==> src/rtl/bwpc_pkg.sv <==
package bwpc_pkg;

  localparam int unsigned DIG_W = 4;

  typedef logic [DIG_W-1:0] digit_t;

  // value in 0..3 -> one-hot line (value taken modulo 4)
  function automatic digit_t oh_of(input int unsigned v);
    return digit_t'(4'b0001 << (v % DIG_W));
  endfunction

  // one-hot line -> value (lowest high line wins)
  function automatic int unsigned val_of(input digit_t d);
    int unsigned r;
    r = 0;
    for (int k = DIG_W - 1; k >= 0; k--) begin
      if (d[k]) r = k;
    end
    return r;
  endfunction

  function automatic bit oh_ok(input digit_t d);
    return $countones(d) == 1;
  endfunction

endpackage

==> src/rtl/bwpc_in_tally.sv <==
module bwpc_in_tally #(
  parameter int unsigned N_UNIT = 4,
  parameter int unsigned TOT_W  = 3
) (
  input  logic              borrow_i,
  input  logic [N_UNIT-1:0] unit_i,
  input  logic              cin_i,
  output logic [TOT_W-1:0]  total_o
);

  // running sums: seed holds borrow (weight 2) and carry-in (weight 1)
  logic [TOT_W-1:0] acc [N_UNIT+1];

  assign acc[0] = TOT_W'({borrow_i, cin_i});

  for (genvar k = 0; k < N_UNIT; k++) begin : g_acc
    assign acc[k+1] = acc[k] + TOT_W'(unit_i[k]);
  end

  assign total_o = acc[N_UNIT];

endmodule

==> src/rtl/bwpc_digit_split.sv <==
module bwpc_digit_split
  import bwpc_pkg::*;
#(
  parameter int unsigned TOT_W  = 3,
  parameter int unsigned COUT_W = 1
) (
  input  logic [TOT_W-1:0]  total_i,
  output digit_t            dig_o,
  output logic [COUT_W-1:0] cout_o
);

  for (genvar k = 0; k < DIG_W; k++) begin : g_line
    assign dig_o[k] = (total_i[1:0] == 2'(k));
  end

  assign cout_o = total_i[TOT_W-1:2];

endmodule

==> src/rtl/bwpc_oh_adder.sv <==
module bwpc_oh_adder
  import bwpc_pkg::*;
(
  input  digit_t a_i,
  input  digit_t b_i,
  input  logic   q_i,
  output digit_t dig_o,
  output logic   cout_o
);

  // named internal events for the checks
  digit_t ab_dig;   // a + b modulo 4, still one-hot
  logic   ab_wrap;  // a + b reached 4 or more
  logic   q_wrap;   // adding q wrapped past line 3

  always_comb begin
    ab_dig  = '0;
    ab_wrap = 1'b0;
    for (int i = 0; i < DIG_W; i++) begin
      for (int j = 0; j < DIG_W; j++) begin
        if (a_i[i] && b_i[j]) begin
          ab_dig[(i + j) % DIG_W] = 1'b1;
          if (i + j >= DIG_W) ab_wrap = 1'b1;
        end
      end
    end
  end

  assign q_wrap = q_i & ab_dig[DIG_W-1];
  assign dig_o  = q_i ? {ab_dig[DIG_W-2:0], ab_dig[DIG_W-1]} : ab_dig;
  assign cout_o = ab_wrap | q_wrap;

  always_comb begin
    // the neighbour digits must be legal one-hot codes
    a_r6_legal_digits: assert (oh_ok(a_i) && oh_ok(b_i))
      else $error("illegal one-hot digit into adder");
    if (oh_ok(a_i) && oh_ok(b_i)) begin
      // the result is one-hot and the sum is conserved
      a_r7_fa_conserve: assert (oh_ok(dig_o) &&
        val_of(dig_o) + 4 * int'(cout_o) == val_of(a_i) + val_of(b_i) + int'(q_i))
        else $error("adder sum not conserved");
      // the carry matches the threshold of 4
      a_r8_fa_carry: assert (cout_o == (val_of(a_i) + val_of(b_i) + int'(q_i) >= 4))
        else $error("adder carry wrong");
    end
  end

endmodule

==> src/rtl/bwpc_column.sv <==
module bwpc_column
  import bwpc_pkg::*;
#(
  parameter int unsigned N_UNIT = 4,
  localparam int unsigned TOT_W  = $clog2(N_UNIT + 4),
  localparam int unsigned COUT_W = TOT_W - 2
) (
  input  logic              borrow_i,
  input  logic [N_UNIT-1:0] unit_i,
  input  logic              cin_i,
  input  logic [3:0]        hi2_dig_i,
  input  logic [3:0]        hi1_dig_i,
  input  logic              q_i,
  output logic [3:0]        cnt_dig_o,
  output logic [COUT_W-1:0] cnt_cout_o,
  output logic [3:0]        fa_dig_o,
  output logic              fa_cout_o
);

  logic [TOT_W-1:0] in_total;

  bwpc_in_tally #(.N_UNIT(N_UNIT), .TOT_W(TOT_W)) u_tally (
    .borrow_i (borrow_i),
    .unit_i   (unit_i),
    .cin_i    (cin_i),
    .total_o  (in_total)
  );

  bwpc_digit_split #(.TOT_W(TOT_W), .COUT_W(COUT_W)) u_split (
    .total_i (in_total),
    .dig_o   (cnt_dig_o),
    .cout_o  (cnt_cout_o)
  );

  bwpc_oh_adder u_fa (
    .a_i    (hi2_dig_i),
    .b_i    (hi1_dig_i),
    .q_i    (q_i),
    .dig_o  (fa_dig_o),
    .cout_o (fa_cout_o)
  );

  // weighted input total computed from the ports, apart from the tally chain
  int unsigned port_total;
  assign port_total = 2 * int'(borrow_i) + $countones(unit_i) + int'(cin_i);

  always_comb begin
    // exactly one digit line high
    a_r1_cnt_onehot: assert ($countones(cnt_dig_o) == 1)
      else $error("counter digit not one-hot");
    // weighted conservation across the counter
    a_r2_cnt_conserve: assert (val_of(cnt_dig_o) + 4 * int'(cnt_cout_o) == port_total)
      else $error("counter total not conserved");
    // carry-out set exactly at totals of 4 and above
    a_r4_cnt_cout: assert ((cnt_cout_o != '0) == (port_total >= 4))
      else $error("counter carry wrong");
  end

endmodule

==> config.mk <==
export PLATFORM = sky130hd
export DESIGN_NAME = bwpc_column
export DESIGN_NICKNAME = d
export VERILOG_FILES = /design/src/rtl/bwpc_pkg.sv /design/src/rtl/bwpc_in_tally.sv /design/src/rtl/bwpc_digit_split.sv /design/src/rtl/bwpc_oh_adder.sv /design/src/rtl/bwpc_column.sv
export SDC_FILE = /design/constraint.sdc
export NUM_CORES = 1
export LEC_CHECK = 0
export BUFFER_PORTS_ARGS = -buffer_cell sky130_fd_sc_hd__buf_2
export CORE_AREA = 2 2 39 41
export DETAILED_ROUTE_END_ITERATION = 6
export DIE_AREA = 0 0 41 43
export PLACE_DENSITY_LB_ADDON = 0.25
export SYNTH_ARGS = -nofsm -noshare
export SYNTH_HDL_FRONTEND = slang
export SYNTH_SLANG_ARGS = --single-unit
==> constraint.sdc <==
create_clock -name vclk -period 2
set_input_delay 0.1 -clock vclk [all_inputs]
set_output_delay 0.1 -clock vclk [all_outputs]
set_load 0.01 [all_outputs]
==> out/metrics.cfg, run 1 <==
[outcome]
status=completed

[floorplan]
fp.dieH_um=43
start_util_pct=17.81
design.core.area_mm2=0.001384
fp.dieW_um=41
rows=14
die_area_mm2=0.001763
io_pins=25

[timing]
rsz0062_at_grt=yes
slew_viol_final=0
tightest_slew_ns=0.1984
setup_viol=0
finalCritPeriodShare_pct=99.21
period_needed_ns=1.984
final_hold_viol_count=0
max_freq_mhz=504.0
relSlewSlack_pct=86.70

[pwr]
comb_power_share_pct=100.0
power_mw=0.1609
clock_power_share_pct=0
p_seq_share_pct=0
power_switching_share_pct=47.85
p_leak_nw=0.2012
switching_power_mw=0.07699
p_int_mw=0.08390
ir_worst_vdd_v=0.0001701
power_density_mw_per_mm2=390.9

[critical_path]
cp-startpoint=unit_i[0]
start_kind=input pin
max_stage_delay_ns=0.53
crit_family=adder cells
arrival_ns=1.88
crit_slowest_cell=fa_1
cp-end-kind=output pin
cp_max_fo=4
path_common_cell=fa_2
cp.required_ns=1.90
critPathKind=input pin to output pin
path_buf_inv=4
path_cells=buf_6 -> fa_1 -> inv_1 -> fa_2 -> inv_2 -> fa_2 -> nor2b_1 -> buf_2

[cells_and_area]
seq_area_um2=0
antennaDiodeCount=0
nFillCells=153
layout.cells.non_filler=71
seq_cell_count=0
drive_above_1_share_pct=61.82
nClkBuffers=0
nNetsFinal=75
syn2layout_area_growth_pct=67.01

[placed_design]
port_buffers=25
dp.cells=71
gp_congestion=0.6729

[global_routing]
grt_pass1_wl_um=1083
grt_pass1_vias=286
grt_max_degree=7
grt_antenna_before_repair=0
grt.total_usage_pct=8.241
gr-total-overflow=0

[drt]
drt_first_iter_violations=3
wl_um=719
drt-wirelength-per-cell_um=10.13
drtAntennaViolNets=0
firstDrtPassIters=2
dr_total_vias=335
drcViolationCount=0
routed_via_density=4.718

[synthesis]
synth_common_cells=7 x a22oi_1, 4 x inv_1, 4 x mux2_2, 4 x nand2_1, 3 x fa_1
yosys.area.top_type_share_pct=24.37
synth_mux_area_share_pct=18.27
netlist_area_um2=246.5
synthCells=30
yosys.area_share.simple_pct=15.23
synth-xor-area-share_pct=0
synth_top_family_by_area=compound AO/OA/AOI/OAI gates
synth_adder_area_share_pct=24.37
yosys_warnings=0
synth_cell_types=11
synth_top_cell_by_area=fa_1
syn_nets=48
synthTopCellsByArea=fa_1 24%, a22oi_1 21%, mux2_2 18%, a211oi_1 6.1%, inv_1 6.1%
synth_area_per_cell_um2=8.216
synth.most_common_cell=a22oi_1
yosysSeqAreaShare_pct=0
synth-compound-area-share_pct=36.04

[job]
drv_cap=0

[worst_hold_path]
min-delay-start=q_i
hold_class=input pin to output pin

[cts]
postCtsSetupBuffers=0
ctsHoldBuffers=0

## cell type report
cell class,count,area (um^2),area share [%]
Tap cell,16,20.02,4.863
Timing Repair Buffer,25,137.6,33.43
Multi-Input combinational cell,26,239.0,58.05
Inverter,4,15.01,3.647
## cell families after synthesis
group / Yosys count
buf+inv: 4
fa+ha+maj: 3
mux: 4
simple gates: 8
compound gates: 11
## stage by stage
| step | hold slack (ns) | setup TNS, ns | instance area (um^2) | util [%] | setup slack [ns] |
|---|---|---|---|---|---|
| floorplan | 0.3416 | 0 | 246.5 | - | 0.1851 |
| global placement | 0.5651 | -0.1296 | 391.6 | 28.30 | -0.06834 |
| detailed placement | 0.5689 | -0.1681 | 391.6 | 28.30 | -0.07919 |
| CTS | 0.5542 | 0 | 400.4 | 28.93 | 0.01044 |
| global route | 0.6023 | -0.1398 | 411.6 | 29.75 | -0.04964 |
| finish | 0.5608 | 0 | 411.6 | 29.75 | 0.01579 |
## power groups by stage
| stage | logic, mW | registers [mW] | clock network, mW |
|---|---|---|---|
| final | 0.161 | 0 | 0 |
| after global routing | 0.178 | 0 | 0 |
| after CTS | 0.150 | 0 | 0 |
| after detailed placement | 0.145 | 0 | 0 |
| after global placement | 0.144 | 0 | 0 |
| after floorplan | 0.0802 | 0 | 0 |
## cell usage in the layout (no fill, tap or decap)
master,synthesis,layout
fa_2,0,2
a22oi_2,1,1
fa_1,3,1
inv_2,0,1
nor2_1,1,1
a22oi_1,7,7
nor2b_1,2,2
mux2_2,4,4
a211oi_1,2,2
o2bb2ai_1,1,1
inv_1,4,3
buf_2,0,23
and2_4,0,1
buf_6,0,2
nand2_1,4,4
## what timing repair did
action | in CTS | in global routing
gates cloned | 0 | 0
gates resized for setup | 3 | 3
pin swaps | 2 | 1
endpoints found under the setup margin | 4 | 4
## per-layer routing
| metal | GRT usage, % | share of wire, % |
|---|---|---|
| met1 | 9.032 | 36 |
| met2 | 16.88 | 57 |
| met3 | 0 | 6.8 |
| met4 | 0 | 0 |
| met5 | 0 | 0 |
## path summary, 6_finish.rpt
path	endpoint	slack, ns	depth (start not counted)
worst max-delay path	cnt_dig_o[3]	0.02	8
worst min-delay path	fa_cout_o	0.56	3
(Power assumes the default switching activity.)
==> run 2: changes to the inputs <==
- CELL_PAD_IN_SITES_DETAIL_PLACEMENT: default -> 0
- CELL_PAD_IN_SITES_GLOBAL_PLACEMENT: default -> 1
==> run 2 against run 1 <==
Against the previous run: critical path depth unchanged; sequential cell count did not move; core utilization decreased by 0.81 points; critical path type unchanged; design area fell by 2.7%; worst setup slack better by 0.0095 ns; sequential share of layout area unchanged; wire length decreased by 6.8%; worst hold slack lost 0.016 ns; fmax increased by 0.48%; first-iteration DRC count is 67% higher; via count down 1.5%.
==> out/metrics.cfg, run 2 (synthesis results as in run 1) <==
[drt]
firstDrtPassIters=4  ; +2
dr_total_vias=330  ; -1.5%
drt-wirelength-per-cell_um=9.437  ; -6.8%
wl_um=670  ; -6.8%
drt_first_iter_violations=5  ; +2
drtAntennaViolNets=0  ; unchanged
drcViolationCount=0  ; unchanged
routed_via_density=4.648  ; -1.5%

[global_routing]
grt.total_usage_pct=7.731  ; -0.51 points
gr-total-overflow=0  ; unchanged
grt_pass1_vias=283  ; -1.0%
grt_max_degree=7  ; unchanged
grt_antenna_before_repair=0  ; unchanged
grt_pass1_wl_um=1048  ; -3.2%

[cells_and_area]
stdcell_area_um2=400.4  ; -2.7%
seq_area_um2=0  ; unchanged
final_cell_mix=24 x buf_2, 7 x a22oi_1, 4 x nand2_1, 4 x mux2_2, 3 x inv_1
drive_above_1_share_pct=58.18  ; -3.6 points
final_common_cell=buf_2
nNetsFinal=75  ; unchanged
seq_cell_count=0  ; unchanged
syn2layout_area_growth_pct=62.44
nClkBuffers=0  ; unchanged
antennaDiodeCount=0  ; unchanged

[timing]
fin_ws_ns=0.02527  ; +0.009489 ns
finalCritPeriodShare_pct=98.74  ; -0.47 points
tightest_slew_ns=0.1915  ; -0.006867 ns
final_hold_viol_count=0  ; unchanged
slew_viol_final=0  ; unchanged
setup_viol=0  ; unchanged
rsz0062_at_grt=yes
max_freq_mhz=506.4  ; +0.48%
period_needed_ns=1.975  ; -0.009489 ns
relSlewSlack_pct=87.16  ; +0.46 points

[pwr]
comb_power_share_pct=100.0  ; about the same
ir_worst_vdd_v=0.0001680  ; -1.3%
p_leak_nw=0.1988  ; -1.2%
clock_power_share_pct=0  ; unchanged
p_int_mw=0.07204  ; -14%
power_density_mw_per_mm2=364.6  ; -6.7%
switching_power_mw=0.07396  ; -3.9%
p_seq_share_pct=0  ; unchanged
power_switching_share_pct=50.66  ; +2.8 points
power_mw=0.1460  ; -9.3%

[worst_hold_path]
min-delay-start=borrow_i
hold_class=input pin to output pin

[floorplan]
design.core.area_mm2=0.001384  ; unchanged
rows=14  ; unchanged
die_area_mm2=0.001763  ; unchanged
fp.dieW_um=41  ; unchanged
start_util_pct=17.81  ; unchanged
fp.dieH_um=43  ; unchanged
io_pins=25  ; unchanged

[critical_path]
cp.required_ns=1.90  ; about the same
cp-end-kind=output pin
arrival_ns=1.87  ; about the same
critPathKind=input pin to output pin
start_kind=input pin
cp_max_fo=4  ; unchanged
cp-startpoint=unit_i[3]

[outcome]
status=completed

[placed_design]
hpwl_um=568.8
dp_slack_ns=-0.06453  ; +0.01466 ns
port_buffers=25  ; unchanged
gp_congestion=0.6483  ; -3.7%
dpl_cell_area_um2=391.6  ; unchanged

[job]
drv_cap=0  ; unchanged

[cts]
postCtsSetupBuffers=0  ; unchanged

## run 2: metrics by stage
stage	util [%]	setup TNS (ns)	instances	hold WS (ns)
final	28.93	0	71	0.5449
after global routing	28.93	-0.1633	71	0.5628
after CTS	28.48	0	71	0.5459
after detailed placement	28.30	-0.1253	71	0.5629
after global placement	28.30	-0.1427	71	0.5653
after floorplan	-	0	30	0.3416
## run 2: final cells by class
| cell class | instances | area (um^2) |
|---|---|---|
| multi-input cells | 26 | 234.0 |
| well taps | 16 | 20.02 |
| repair buffers | 25 | 131.4 |
| fillers | 163 | 983.4 |
| inverters | 4 | 15.01 |
## run 2: routing by layer
layer	up-vias	GRT usage, %	wire, um
met2	13	14.69	358
met4	0	0	0
li1	162	-	-
met5	-	0	0
met3	0	0	66
met1	155	9.646	244
## run 2: final timing paths
| kind | slack [ns] | endpoint | cells after the start |
|---|---|---|---|
| worst max-delay path | 0.03 | cnt_dig_o[2] | 8 |
| worst min-delay path | 0.54 | cnt_cout_o | 3 |
## run 2: critical path, cell delays in order
cell and delay (ns):
buf_6 0.09, fa_1 0.53, inv_1 0.05, fa_2 0.33
inv_2 0.06, fa_1 0.42, and2_1 0.15, buf_2 0.13
## run 2: power by group through the flow
stage                     Clock, mW  Sequential, mW  Combinational (mW)
after floorplan                   0               0              0.0802
after global placement            0               0               0.146
after detailed placement          0               0               0.143
after CTS                         0               0               0.147
after global routing              0               0               0.163
final                             0               0               0.146
## run 2: what timing repair did
| action | in CTS | in global routing |
|---|---|---|
| pin swaps | 3 | 0 |
| hold buffers | 0 | 0 |
| resized for setup | 2 | 1 |
| endpoints found under the setup margin | 3 | 4 |
==> run 3: changes to the inputs <==
- GPL_TIMING_DRIVEN: default -> 0
==> run 3 against run 2 <==
Against the previous run: via count is 2.4% lower; core utilization up 0.18 points; cell count unchanged; sequential share of layout area did not move; wire length decreased by 0.15%; count of clock-buffer cells in the layout unchanged; first-iteration DRC count is 40% lower; design area rose by 0.62%; largest cell class unchanged.
==> out/metrics.cfg, run 3 (synthesis results as in run 1) <==
[cells_and_area]
seq_cell_count=0  ; unchanged
nClkBuffers=0  ; unchanged
antennaDiodeCount=0  ; unchanged
nNetsFinal=75  ; unchanged
utilization_pct=29.11  ; +0.18 points
multi_input_area_um2=236.5  ; +1.1%
stdcell_area_um2=402.9  ; +0.62%
layout.cells.non_filler=71  ; unchanged
syn2layout_area_growth_pct=63.45
final_common_cell=buf_2
nFillCells=163  ; unchanged
final_cell_mix=24 x buf_2, 7 x a22oi_1, 4 x nand2_1, 4 x mux2_2, 3 x inv_1
drive_above_1_share_pct=60.00  ; +1.8 points
seq_area_um2=0  ; unchanged

[floorplan]
rows=14  ; unchanged
io_pins=25  ; unchanged
fp.dieW_um=41  ; unchanged
die_area_mm2=0.001763  ; unchanged
design.core.area_mm2=0.001384  ; unchanged
fp.dieH_um=43  ; unchanged
start_util_pct=17.81  ; unchanged

[placed_design]
dpl_cell_area_um2=391.6  ; unchanged
port_buffers=25  ; unchanged
dp.cells=71  ; unchanged
gp_congestion=0.6497  ; +0.22%
hpwl_um=588.6  ; +3.5%
dp_slack_ns=-0.04929  ; +0.01524 ns

[global_routing]
grt.total_usage_pct=7.823  ; +0.093 points
grt_pass1_wl_um=1048  ; unchanged
grt_max_degree=7  ; unchanged
grt_antenna_before_repair=0  ; unchanged
gr-total-overflow=0  ; unchanged
grt_pass1_vias=273  ; -3.5%

[timing]
relSlewSlack_pct=86.82  ; -0.34 points
fin_hold_ws_ns=0.5680  ; +0.02307 ns
tns_ns=0  ; unchanged
slew_viol_final=0  ; unchanged
tightest_slew_ns=0.1965  ; +0.005013 ns
setup_viol=0  ; unchanged
fin_ws_ns=0.03322  ; +0.007946 ns
max_freq_mhz=508.4  ; +0.40%
rsz0062_at_grt=yes
finalCritPeriodShare_pct=98.34  ; -0.40 points
period_needed_ns=1.967  ; -0.007946 ns
final_hold_viol_count=0  ; unchanged

[critical_path]
critPathKind=input pin to output pin
cp.required_ns=1.90  ; about the same
cp-end-kind=output pin
arrival_ns=1.87  ; about the same
start_kind=input pin
cp_max_fo=4  ; unchanged

[pwr]
power_mw=0.1467  ; +0.45%
switching_power_mw=0.07402  ; about the same
clock_power_share_pct=0  ; unchanged
p_leak_nw=0.1980  ; -0.41%
power_switching_share_pct=50.47  ; -0.19 points
ir_worst_vdd_v=0.0001549  ; -7.8%
power_density_mw_per_mm2=364.0  ; -0.18%
comb_power_share_pct=100.0  ; about the same
p_seq_share_pct=0  ; unchanged
p_int_mw=0.07264  ; +0.84%

[drt]
drcViolationCount=0  ; unchanged
drtAntennaViolNets=0  ; unchanged
drt_first_iter_violations=3  ; -2
firstDrtPassIters=2  ; -2
dr_total_vias=322  ; -2.4%
routed_via_density=4.535  ; -2.4%
wl_um=669  ; -0.15%
drt-wirelength-per-cell_um=9.423  ; -0.15%

[cts]
ctsHoldBuffers=0  ; unchanged
postCtsSetupBuffers=0  ; unchanged

[worst_hold_path]
hold_class=input pin to output pin
min-delay-start=q_i
min_path_cells=3  ; unchanged
whs_endpoint=fa_cout_o

[outcome]
status=completed

[job]
drv_cap=0  ; unchanged

run 3: cell counts in the layout (fill, tap and decap cells not counted):
No cell type changed its count.
run 3: timing repair:
| item | 4_1_cts | 5_1_grt |
|---|---|---|
| endpoints found under the setup margin | 3 | 4 |
| resized for setup | 2 | 2 |
| pin swaps | 2 | 1 |
run 3: area by class of cell:
cell class         instances  area share (%)
inverters                  4           3.727
repair buffers            25           32.61
well taps                 16           4.969
multi-input cells         26           58.70
run 3: power groups by stage:
stage	clock network (mW)	logic [mW]	registers [mW]
2_1_floorplan	0	0.0802	0
3_3_place_gp	0	0.146	0
3_5_place_dp	0	0.143	0
4_1_cts	0	0.147	0
5_1_grt	0	0.164	0
6_report	0	0.147	0
run 3: worst max-delay path by stage:
stage	endpoint	cells past startpoint	slack [ns]	from
after detailed placement	cnt_dig_o[2]	8	-0.05	unit_i[0]
after global routing	cnt_dig_o[0]	8	-0.04	unit_i[0]
final	cnt_dig_o[2]	8	0.03	unit_i[0]
after global placement	cnt_dig_o[2]	8	-0.07	unit_i[0]
after floorplan	cnt_dig_o[0]	6	0.19	unit_i[0]
after CTS	cnt_dig_o[2]	8	0.02	unit_i[0]
run 3: per-layer routing:
| metal | part of all wire (%) | wire, um | global-route usage (%) |
|---|---|---|---|
| met4 | 0 | 0 | 0 |
| met5 | 0 | 0 | 0 |
| met1 | 38 | 255 | 8.974 |
| met2 | 52 | 349 | 15.31 |
| met3 | 9.4 | 63 | 0.5236 |
run 3: worst max-delay path, stage by stage:
cell and delay, ns:
buf_6 0.09, fa_1 0.52, inv_1 0.05, fa_2 0.33
inv_2 0.06, fa_2 0.44, and2_1 0.15, buf_2 0.13
